### src/rtl/i2ct_pkg.sv
package i2ct_pkg;
  localparam int BYTE_W  = 8;
  localparam int ADDR_W  = 7;
  localparam int RSEL_W  = 2;
  localparam int CNT_W   = $clog2(BYTE_W);

  localparam logic [RSEL_W-1:0] OFS_DATA = 2'd0;
  localparam logic [RSEL_W-1:0] OFS_CTRL = 2'd1;
  localparam logic [RSEL_W-1:0] OFS_STAT = 2'd2;
  localparam logic [RSEL_W-1:0] OFS_OWN  = 2'd3;

  localparam int CB_TXSEL = 0;
  localparam int CB_ACKEN = 1;
  localparam int CB_IRQ   = 2;

  typedef enum logic [2:0] {
    EG_IDLE, EG_RXBITS, EG_RXACK, EG_HOLDRX,
    EG_TXBITS, EG_TXACK, EG_HOLDTX, EG_SKIP
  } eng_state_t;
endpackage

### src/rtl/i2ct_sync.sv
module i2ct_sync #(
  parameter int STAGES = 2
) (
  input  logic clk,
  input  logic rst_n,
  input  logic line_in,
  output logic lvl,
  output logic rise,
  output logic fall
);
  logic [STAGES-1:0] chain;
  logic              prev;

  generate
    for (genvar g = 0; g < STAGES; g++) begin : g_stage
      always_ff @(posedge clk) begin
        if (!rst_n) chain[g] <= 1'b1;
        else if (g == 0) chain[g] <= line_in;
        else chain[g] <= chain[(g == 0) ? 0 : g-1];
      end
    end
  endgenerate

  always_ff @(posedge clk) begin
    if (!rst_n) prev <= 1'b1;
    else prev <= chain[STAGES-1];
  end

  assign lvl  = chain[STAGES-1];
  assign rise = lvl & ~prev;
  assign fall = ~lvl & prev;
endmodule

### src/rtl/i2ct_engine.sv
module i2ct_engine
  import i2ct_pkg::*;
(
  input  logic              clk,
  input  logic              rst_n,
  input  logic              scl_lvl,
  input  logic              scl_rise,
  input  logic              scl_fall,
  input  logic              sda_lvl,
  input  logic              sda_rise,
  input  logic              sda_fall,
  input  logic [ADDR_W-1:0] own_addr,
  input  logic              ack_en,
  input  logic              tx_sel,
  input  logic [BYTE_W-1:0] tx_byte,
  input  logic              data_wr,
  input  logic              data_rd,
  output logic              scl_hold,
  output logic              sda_low,
  output logic [BYTE_W-1:0] rx_byte,
  output logic              set_irq,
  output logic              set_tx,
  output logic              clr_tx,
  output logic              ack_we,
  output logic              ack_val,
  output logic              stop_seen
);
  localparam logic [CNT_W-1:0] LAST_BIT = CNT_W'(BYTE_W-1);

  eng_state_t        state;
  logic [BYTE_W-1:0] sh;
  logic [CNT_W-1:0]  cnt;
  logic              full;
  logic              is_addr;
  logic              engaged;
  logic              start_c;
  logic              stop_c;

  assign start_c = scl_lvl & ~scl_rise & sda_fall;
  assign stop_c  = scl_lvl & ~scl_rise & sda_rise;

  always_ff @(posedge clk) begin
    if (!rst_n) begin
      state <= EG_IDLE; sh <= '0; cnt <= '0; full <= 1'b0;
      is_addr <= 1'b0; engaged <= 1'b0; scl_hold <= 1'b0;
      sda_low <= 1'b0; rx_byte <= '0; set_irq <= 1'b0;
      set_tx <= 1'b0; clr_tx <= 1'b0; ack_we <= 1'b0;
      ack_val <= 1'b0; stop_seen <= 1'b0;
    end else begin
      set_irq <= 1'b0; set_tx <= 1'b0; clr_tx <= 1'b0;
      ack_we <= 1'b0; stop_seen <= 1'b0;
      if (start_c) begin
        state <= EG_RXBITS; is_addr <= 1'b1; cnt <= '0; full <= 1'b0;
        sda_low <= 1'b0; scl_hold <= 1'b0; clr_tx <= 1'b1; engaged <= 1'b0;
      end else if (stop_c) begin
        state <= EG_IDLE; sda_low <= 1'b0; scl_hold <= 1'b0;
        clr_tx <= 1'b1; stop_seen <= 1'b1; set_irq <= engaged;
        engaged <= 1'b0;
      end else begin
        unique case (state)
          EG_RXBITS: begin
            if (scl_rise && !full) begin
              sh <= {sh[BYTE_W-2:0], sda_lvl};
              if (cnt == LAST_BIT) full <= 1'b1;
              else cnt <= cnt + 1'b1;
            end
            if (scl_fall && full) begin
              if (is_addr) begin
                if (sh[BYTE_W-1:1] == own_addr) begin
                  sda_low <= 1'b1; engaged <= 1'b1; state <= EG_RXACK;
                end else begin
                  state <= EG_SKIP;
                end
              end else begin
                sda_low <= ack_en; rx_byte <= sh; state <= EG_RXACK;
              end
            end
          end
          EG_RXACK: begin
            if (scl_fall) begin
              sda_low <= 1'b0; cnt <= '0; full <= 1'b0; is_addr <= 1'b0;
              if (is_addr && sh[0]) begin
                set_tx <= 1'b1; set_irq <= 1'b1; scl_hold <= 1'b1;
                state <= EG_HOLDTX;
              end else if (is_addr) begin
                state <= EG_RXBITS;
              end else begin
                set_irq <= 1'b1; scl_hold <= 1'b1; state <= EG_HOLDRX;
              end
            end
          end
          EG_HOLDRX: begin
            if (data_rd) begin
              scl_hold <= 1'b0; state <= EG_RXBITS;
            end
          end
          EG_HOLDTX: begin
            if (data_wr) begin
              sh <= tx_byte; sda_low <= ~tx_byte[BYTE_W-1]; cnt <= '0;
              scl_hold <= 1'b0; state <= EG_TXBITS;
            end else if (data_rd && !tx_sel) begin
              scl_hold <= 1'b0; state <= EG_SKIP;
            end
          end
          EG_TXBITS: begin
            if (scl_fall) begin
              if (cnt == LAST_BIT) begin
                sda_low <= 1'b0; state <= EG_TXACK;
              end else begin
                sh <= {sh[BYTE_W-2:0], 1'b0};
                sda_low <= ~sh[BYTE_W-2];
                cnt <= cnt + 1'b1;
              end
            end
          end
          EG_TXACK: begin
            if (scl_rise) begin
              ack_we <= 1'b1; ack_val <= sda_lvl;
            end
            if (scl_fall) begin
              set_irq <= 1'b1; scl_hold <= 1'b1; state <= EG_HOLDTX;
            end
          end
          default: ;
        endcase
      end
    end
  end
endmodule

### src/rtl/i2c_target_ctl.sv
module i2c_target_ctl
  import i2ct_pkg::*;
#(
  parameter int                SYNC_STAGES  = 2,
  parameter logic [ADDR_W-1:0] OWN_ADDR_RST = 7'h2A
) (
  input  logic              clk,
  input  logic              rst_n,
  input  logic              scl_in,
  input  logic              sda_in,
  output logic              scl_drive_low,
  output logic              sda_drive_low,
  input  logic [RSEL_W-1:0] reg_addr,
  input  logic              reg_wr,
  input  logic              reg_rd,
  input  logic [BYTE_W-1:0] reg_wdata,
  output logic [BYTE_W-1:0] reg_rdata
);
  logic scl_lvl, scl_rise, scl_fall, sda_lvl, sda_rise, sda_fall;
  logic tx_sel_q, ack_en_q, irq_q, ack_cap_q;
  logic [ADDR_W-1:0] own_q;
  logic [BYTE_W-1:0] rx_byte;
  logic set_irq, set_tx, clr_tx, ack_we, ack_val, stop_seen;
  logic data_wr, data_rd, ctrl_wr, own_wr;

  i2ct_sync #(.STAGES(SYNC_STAGES)) u_scl_sync (
    .clk(clk), .rst_n(rst_n), .line_in(scl_in),
    .lvl(scl_lvl), .rise(scl_rise), .fall(scl_fall));

  i2ct_sync #(.STAGES(SYNC_STAGES)) u_sda_sync (
    .clk(clk), .rst_n(rst_n), .line_in(sda_in),
    .lvl(sda_lvl), .rise(sda_rise), .fall(sda_fall));

  assign data_wr = reg_wr && (reg_addr == OFS_DATA);
  assign data_rd = reg_rd && (reg_addr == OFS_DATA);
  assign ctrl_wr = reg_wr && (reg_addr == OFS_CTRL);
  assign own_wr  = reg_wr && (reg_addr == OFS_OWN);

  i2ct_engine u_engine (
    .clk(clk), .rst_n(rst_n),
    .scl_lvl(scl_lvl), .scl_rise(scl_rise), .scl_fall(scl_fall),
    .sda_lvl(sda_lvl), .sda_rise(sda_rise), .sda_fall(sda_fall),
    .own_addr(own_q), .ack_en(ack_en_q), .tx_sel(tx_sel_q),
    .tx_byte(reg_wdata), .data_wr(data_wr), .data_rd(data_rd),
    .scl_hold(scl_drive_low), .sda_low(sda_drive_low), .rx_byte(rx_byte),
    .set_irq(set_irq), .set_tx(set_tx), .clr_tx(clr_tx),
    .ack_we(ack_we), .ack_val(ack_val), .stop_seen(stop_seen));

  // Host writes first, engine events override them in the same cycle.
  always_ff @(posedge clk) begin
    if (!rst_n) begin
      tx_sel_q <= 1'b0; ack_en_q <= 1'b0; irq_q <= 1'b0;
      ack_cap_q <= 1'b0; own_q <= OWN_ADDR_RST;
    end else begin
      if (ctrl_wr) begin
        tx_sel_q <= reg_wdata[CB_TXSEL];
        ack_en_q <= reg_wdata[CB_ACKEN];
        if (!reg_wdata[CB_ACKEN]) ack_cap_q <= 1'b0;
        if (!reg_wdata[CB_IRQ]) irq_q <= 1'b0;
      end
      if (own_wr) own_q <= reg_wdata[ADDR_W-1:0];
      if (set_tx) tx_sel_q <= 1'b1;
      if (clr_tx) tx_sel_q <= 1'b0;
      if (set_irq) irq_q <= 1'b1;
      if (ack_we) ack_cap_q <= ack_val;
    end
  end

  always_comb begin
    reg_rdata = '0;
    unique case (reg_addr)
      OFS_DATA: reg_rdata = rx_byte;
      OFS_CTRL: begin
        reg_rdata[CB_TXSEL] = tx_sel_q;
        reg_rdata[CB_ACKEN] = ack_en_q;
        reg_rdata[CB_IRQ]   = irq_q;
      end
      OFS_STAT: reg_rdata[0] = ack_cap_q;
      default:  reg_rdata[ADDR_W-1:0] = own_q;
    endcase
  end
endmodule

### config.mk
export PLATFORM = sky130hd
export DESIGN_NAME = i2c_target_ctl
export DESIGN_NICKNAME = d
export VERILOG_FILES = /design/src/rtl/i2ct_pkg.sv /design/src/rtl/i2ct_sync.sv /design/src/rtl/i2ct_engine.sv /design/src/rtl/i2c_target_ctl.sv
export SDC_FILE = /design/constraint.sdc
export NUM_CORES = 1
export LEC_CHECK = 0
export CAP_MARGIN = 20
export CORE_UTILIZATION = 35
export DETAILED_ROUTE_END_ITERATION = 10
export GPL_ROUTABILITY_DRIVEN = 0
export PLACE_DENSITY_LB_ADDON = 0.12
export REMOVE_ABC_BUFFERS = 1
export SLEW_MARGIN = 25
export SYNTH_ARGS = -nofsm -noshare
export SYNTH_HDL_FRONTEND = slang
export SYNTH_HIERARCHICAL = 1
export SYNTH_SLANG_ARGS = --single-unit
export TNS_END_PERCENT = 100
### constraint.sdc
create_clock -name clk -period 4.6 [get_ports clk]
set_input_delay 0.92 -clock clk [delete_from_list [all_inputs] [get_ports clk]]
set_output_delay 0.92 -clock clk [all_outputs]
set_load 0.02 [all_outputs]
==> reports/summary.md, run 1 <==
The tools report the net switching power figure as 0.000229 W. The worst setup path is captured at an output pin. Level count of the clock H-tree: 2.

The stage delay of the slowest cell on the critical path is 0.60 ns, and the wire length of the first global-routing pass is 10.6 mm. After clock tree synthesis, the clock-pin slew on the worst setup and hold paths is 0.10 ns. In this run the static leakage power is 1.11 nW. For the core box area, the log shows 7210 um2.

In this run, post-CTS repair resized a total of 0 instances. The run gives 0.361 as the starting utilization of the core area. The cell area after layout is 2990 um2, and the overall overflow remaining after global route is 0. Timing-limited maximum frequency: 265 MHz. The final setup skew was 0.00427 ns; the total negative slack for setup checks was 0 ns. For the worst setup path, the data required time is 3.68 ns. The first-pass iteration count of the detailed router is 4. The logs give 0.549 for the sequential group share of total power and 0 for the number of antenna violations at the first check in global routing. After detailed routing, the number of vias per cell comes to 5.21. The logs give 0.467 for the worst relative slew slack and 2185 for the number of vias in the routed layout.

The clock passes through at most 2 buffers. The worst supply voltage drop on vdd was 0.146 mV. The share of final-layout standard cells stronger than drive strength 1 was 0.0813.

The worst hold path belongs to the class flip-flop to flip-flop. The floorplan step set the die width to 88.3 um. The number of max-cap violations was 0; the design internal power was 0.000593 W.

The run gives 2059 as the number of global-route vias before repair. Cell seen most often among critical-path stages: sky130_fd_sc_hd__clkdlybuf4s50_1. Relative to the synthesized area, the layout overhead comes to 14.8%.

In this run the core area contains 31 standard-cell rows. For the placed cell area, the log shows 2890 um2. The routed metal-1 wirelength is 3.20 mm.

The total DRC errors in the routed layout was 0. Counting I/O delays and the setup requirement, the final critical path takes 3.77 ns. The signal on the critical path passes through clkdlybuf4s50_1 > nor2_1 > a22o_1 > clkdlybuf4s50_1.

The later-pin clock latency in the skew report was 0.31 ns; the quantity of I/O buffers inserted on ports was 25. For this run, the number of Yosys warnings is 6. After clock tree synthesis, the setup repair step added 0 buffers.

The cell with the largest stage delay on the worst path is sky130_fd_sc_hd__clkdlybuf4s50_1. The number of max-slew violations in the final report is 0. Highest net fanout along the worst path: 8. Once routing completed, OpenROAD measured the worst setup slack at 0.833 ns. After detailed routing, the average wire length per cell comes to 15.6 um.

Setup repair after global routing left no endpoint under its margin. Each instance of the synthesized netlist takes up on average 8.62 um2. In this run the vertical extent of the chip is 88.3 um.

After detailed routing, the met3 layer carries 226 um of wire. TritonCTS built the clock tree. The run gives 0.114 as the logic gate share of total power.

The detailed router finished its first iteration with 129 violations. The run gives 0 as the count of nets left with antenna violations after detail routing. The fraction of power spent switching nets was 0.278.

Summing every instance area after synthesis gives 2600 um2. For the final number of hold-violating endpoints, the log shows 0. The transition time at the pin with the least slew margin came out at 0.798 ns. In this run the power density over the cells is 275 nW/um2.

The die covers 7790 um2. The cell sitting at the root of the clock tree is a sky130_fd_sc_hd__clkbuf_8. The clock sink count was 49. Summing internal, switching and leakage power gives 0.000821 W. The logs give 0.181 for the global-route usage over all layers and 0.337 for the clock network power share. Synthesis handed over a netlist of 302 instances. The final layout contains 337 nets.

The critical path is of the input pin to output pin type. 26 I/O pins were placed. In this run, CTS created clock tree buffers numbering 5.

The tools report the number of hold buffers added after cts as 0. The run finished with clean final reports. The highest metal layer carrying signal wires in the routed design is met4. The repair_antennas step left the layout with diodes totalling 0. The post-route fraction of the period consumed by the critical path is 0.819, and the total half-perimeter wirelength after legalization and detailed placement is 4.65 mm.

The total of endpoints with negative setup slack in the final report is 0, and the post-placement setup slack is 0.833 ns. For the final wirelength, the log shows 6.53 mm. Entering global routing, the biggest net connects 28 pins.

The routed design uses 3.07 mm of met2 wire. At the worst endpoint, the arrival time is 2.85 ns. The critical path startpoint category was an input pin.
==> final timing paths <==
path,startpoint,endpoint,slack [ns],depth (start not counted)
max,reg_addr[0],reg_rdata[3],0.83,4
min,u_engine/clr_tx,tx_sel_q,0.41,1
max reg2reg,u_engine/state[0],u_engine/sh[5],1.75,5
min reg2reg,u_engine/clr_tx,tx_sel_q,0.41,1
==> layout by cell type (no fill, tap or decap), drive strengths merged, types with 2 or more instances in the layout <==
cell type	count
o22ai	2
nor3	4
buf	3
o211ai	2
mux2i	20
nand3	9
nor2	31
ha	2
nand4b	2
nand2	29
clkdlybuf4s50	25
and2	4
a21oi	21
nor3b	4
nand4	3
inv	10
o21a	2
a211oi	8
nor4	2
o21ai	19
nand3b	4
clkbuf	5
nor2b	10
a22o	5
xnor2	7
nand2b	14
dfxtp	49
==> power groups by stage <==
stage	sequential, W	clock [W]	combinational (W)
2_1_floorplan	0.000455	0	0.0000568
3_3_place_gp	0.000461	0	0.0000936
3_5_place_dp	0.000461	0	0.0000938
4_1_cts	0.000451	0.000291	0.0000942
5_1_grt	0.000454	0.000309	0.000103
6_report	0.000451	0.000277	0.0000934
==> area by class of cell <==
cell class              count  area (um2)
clock buffers               5        68.8
clock inverters             3        26.3
fillers                   773        4230
inverters                   7        26.3
multi-input cells         228        1490
flip-flops and latches     49         981
well taps                  99         124
repair buffers             28         273
==> routing by layer <==
layer	global-route usage	up-vias
met5	0	-
met4	0.0440	0
met3	0.0317	2
met2	0.303	44
met1	0.241	1031
li1	-	1108
==> sequential cells by signal (all words and copies together), names as in the netlist, 3 cells and up <==
| register | count |
|---|---|
| u_engine/rx_byte | 8 |
| own_q | 7 |
| u_engine/state | 3 |
| u_engine/sh | 8 |
| u_engine/cnt | 3 |
==> worst max-delay path, delay by kind of cell <==
kind / cells / cell delay [ns]
AOI/OAI and AO/OA: 1 / 0.21
buffers and inverters: 2 / 1.20
and+or+nand+nor: 1 / 0.52
==> metrics by stage <==
stage	utilization	cells	hold slack (ns)
6_report	0.414	419	0.412
5_1_grt	0.414	419	0.431
4_1_cts	0.414	419	0.416
3_5_place_dp	0.401	411	0.394
3_3_place_gp	0.401	411	0.390
2_1_floorplan	-	284	0.386
Note: power is estimated with default switching activity, not from simulation.
==> inputs of run 2 (changes only) <==
==> constraint.sdc (replaced) <==
create_clock -name clk -period 3.1 [get_ports clk]
set_input_delay 0.62 -clock clk [delete_from_list [all_inputs] [get_ports clk]]
set_output_delay 0.62 -clock clk [all_outputs]
set_load 0.02 [all_outputs]
==> run 2 against run 1 <==
Effect of this change: global-route usage up 0.47 points; wire length increased by 2.0%; clock skew is 0.0047 ns higher; via count increased by 0.37%; critical endpoint is now reg_rdata[0].
==> reports/summary.md, run 2 (synthesis gave the netlist of run 1 again) <==
The number of cells in the design after placement is 420. Setup slack on the critical path of the routed design comes to 0.120 ns. Based on the critical path, the design can be clocked at up to 336 MHz. In this run the vertical extent of the chip is 88.3 um. The number of antenna violations at the first check in global routing is 0.

The power density relative to cell area is 394 nW/um2. After floorplanning, the core was sized to cover 7210 um2. The final-layout fill cell count came out at 769. TritonCTS built the clock tree. Path type of the worst setup path: input pin to output pin.

The number of cells on the worst hold path was 1. The path with the worst hold slack has its endpoint at tx_sel_q. The largest single stage delay on the critical path is 0.65 ns. Setup repair after global routing left no endpoint under its margin. The routed wire length per instance was 15.6 um; the maximum root-to-sink buffer count was 2.

The worst relative slew slack came out at 0.539. The library cells used most frequently in the layout, excluding fill and tap cells, are sky130_fd_sc_hd__dfxtp_1, sky130_fd_sc_hd__nand2_1, sky130_fd_sc_hd__nor2_1. The overall overflow remaining after global route is 0. In the routed design, unresolved DRC markers number 0. The logs give 2 for the level count of the clock H-tree and 0 for the number of max-cap violations. Share of final-layout standard cells stronger than drive strength 1: 0.109. The first-pass iteration count of the detailed router was 4. The layout-stage area growth over the synthesis result is 17.8%, and the total half-perimeter wirelength after legalization and detailed placement is 4.82 mm. Across the routed clock network, the largest skew measured is 0.00893 ns. The tools report the worst hold slack across all endpoints as 0.406 ns. Reg-to-reg critical path startpoint: u_engine/state[2]. The worst flop-to-flop path endpoint was u_engine/rx_byte[1]. In this run the tool buffered the top-level ports with 25 buffer cells.

At the later pin of the worst-skew pair, clock insertion delay measures 0.30 ns. The count of nets left with antenna violations after detail routing is 0. Cell seen most often among critical-path stages: sky130_fd_sc_hd__clkdlybuf4s50_1. The clock sink count is 49, and the post-route fraction of the period consumed by the critical path is 0.961. The starting utilization of the core area was 0.361; the x dimension of the die was 88.3 um.

The worst hold path begins at u_engine/clr_tx. After routing the design area is 3070 um2. The tools report the number of max-slew violations in the final report as 0. The number of standard-cell rows in the floorplan is 31. The floorplan step defined a die boundary enclosing 7790 um2. The post-placement setup slack was 0.00458 ns. In the final timing run, aggregate negative setup slack is 0 ns. The number of hold buffers added after cts was 0; the routed via count divided by cell count was 5.12. The tools report the number of diodes as 0.

Entering global routing, the biggest net connects 26 pins. The worst-case reg-to-reg path depth works out to 5. The placed cell area was 2970 um2.

The tree is rooted in a sky130_fd_sc_hd__clkbuf_8. The signal on the critical path passes through clkdlybuf4s50_1 > mux4_2 > clkdlybuf4s50_1. Excluding fillers, the count of instances in the completed layout stands at 428. The net count of the finished layout is 346. STA puts the critical path data arrival time at 2.36 ns. Number of global-route vias before repair: 2095.

The final number of hold-violating endpoints came out at 0. STA classifies the critical path startpoint as an input pin. The detailed router finished its first iteration with 148 violations. Clock-pin slew was measured on the worst setup and hold paths at 0.09 ns. Leaving out fill and tap cells, the most frequent cell in the layout is sky130_fd_sc_hd__dfxtp_1. The final route contains 2193 vias. The setup check on the worst reg-to-reg path leaves a slack of 0.74 ns.

Across the VDD grid, the largest voltage drop is 0.206 mV. Setup violations remaining at the end of the flow were counted as 0. The I/O pin total came out at 26. The first global-routing pass estimated 11.0 mm of wire.

The run finished with clean final reports. STA puts the critical path data required time at 2.48 ns. STA classifies the critical path endpoint as an output pin. The worst hold path belongs to the class flip-flop to flip-flop. Global-route usage over all layers: 0.185. The routed design has 6.66 mm of wire. In the final layout, the registers with the most flip-flops are u_engine/rx_byte: 8 flops, u_engine/sh: 8 flops, own_q: 7 flops. The final critical delay including setup and external delays is 2.98 ns. The transition time at the pin with the least slew margin is 0.687 ns.

The run gives 5 as the number of buffers created by CTS. The highest net fanout along the worst path came out at 6. The tools report the leakage power as 1.16 nW. The largest individual stage delay along the critical path comes from the cell sky130_fd_sc_hd__clkdlybuf4s50_1.
-- run 2: through the flow --
stage | utilization | power [W]
CTS | 0.425 | 0.00123
detailed placement | 0.412 | 0.000832
floorplan | - | 0.000760
global placement | 0.412 | 0.000832
finish | 0.425 | 0.00121
global route | 0.425 | 0.00128
-- run 2: how the worst max path moves through the flow --
stage	from	endpoint	slack, ns	cells past startpoint
4_1_cts	reg_addr[0]	reg_rdata[1]	0.01	5
5_1_grt	reg_addr[0]	reg_rdata[1]	0.05	5
3_5_place_dp	reg_addr[0]	reg_rdata[1]	0.005	5
3_3_place_gp	reg_addr[0]	reg_rdata[2]	0.03	5
6_report	reg_addr[0]	reg_rdata[0]	0.12	3
2_1_floorplan	u_engine/state[0]	u_engine/sh[0]	0.94	5
-- run 2: what timing repair did --
action | 4_1_cts | 5_1_grt
endpoints found under the setup margin | 0 | 6
resized for setup | 0 | 2
buffers inserted | 0 | 0
-- run 2: final cells by class --
type	instances	area, um2	area share
tap	99	124	0.0404
clock inverter	3	22.5	0.00734
timing repair buffer	37	353	0.115
clock buffer	5	68.8	0.0224
sequential	49	981	0.320
inverter	7	26.3	0.00857
multi-input combinational	228	1490	0.486
-- run 2: report_power, final --
part	total, W	internal [W]	leakage (nW)	switching, W
Combinational	0.000152	0.0000729	0.713	0.0000794
Sequential	0.000665	0.000646	0.398	0.0000187
Clock	0.000390	0.000161	0.0481	0.000230
Total	0.00121	0.000880	1.16	0.000328
-- run 2: worst max-delay path: cells and delay by family --
family	cells	cell delay, ns
mux	1	0.54
buf+inv	2	1.20
-- run 2: layer usage --
layer	routed length [um]	share of wire	GRT usage	vias up
li1	-	-	-	1132
met3	219	0.033	0.0289	6
met1	3360	0.50	0.264	1019
met4	42	0.0063	0.0411	0
met5	0	0	0	-
met2	3040	0.46	0.296	36
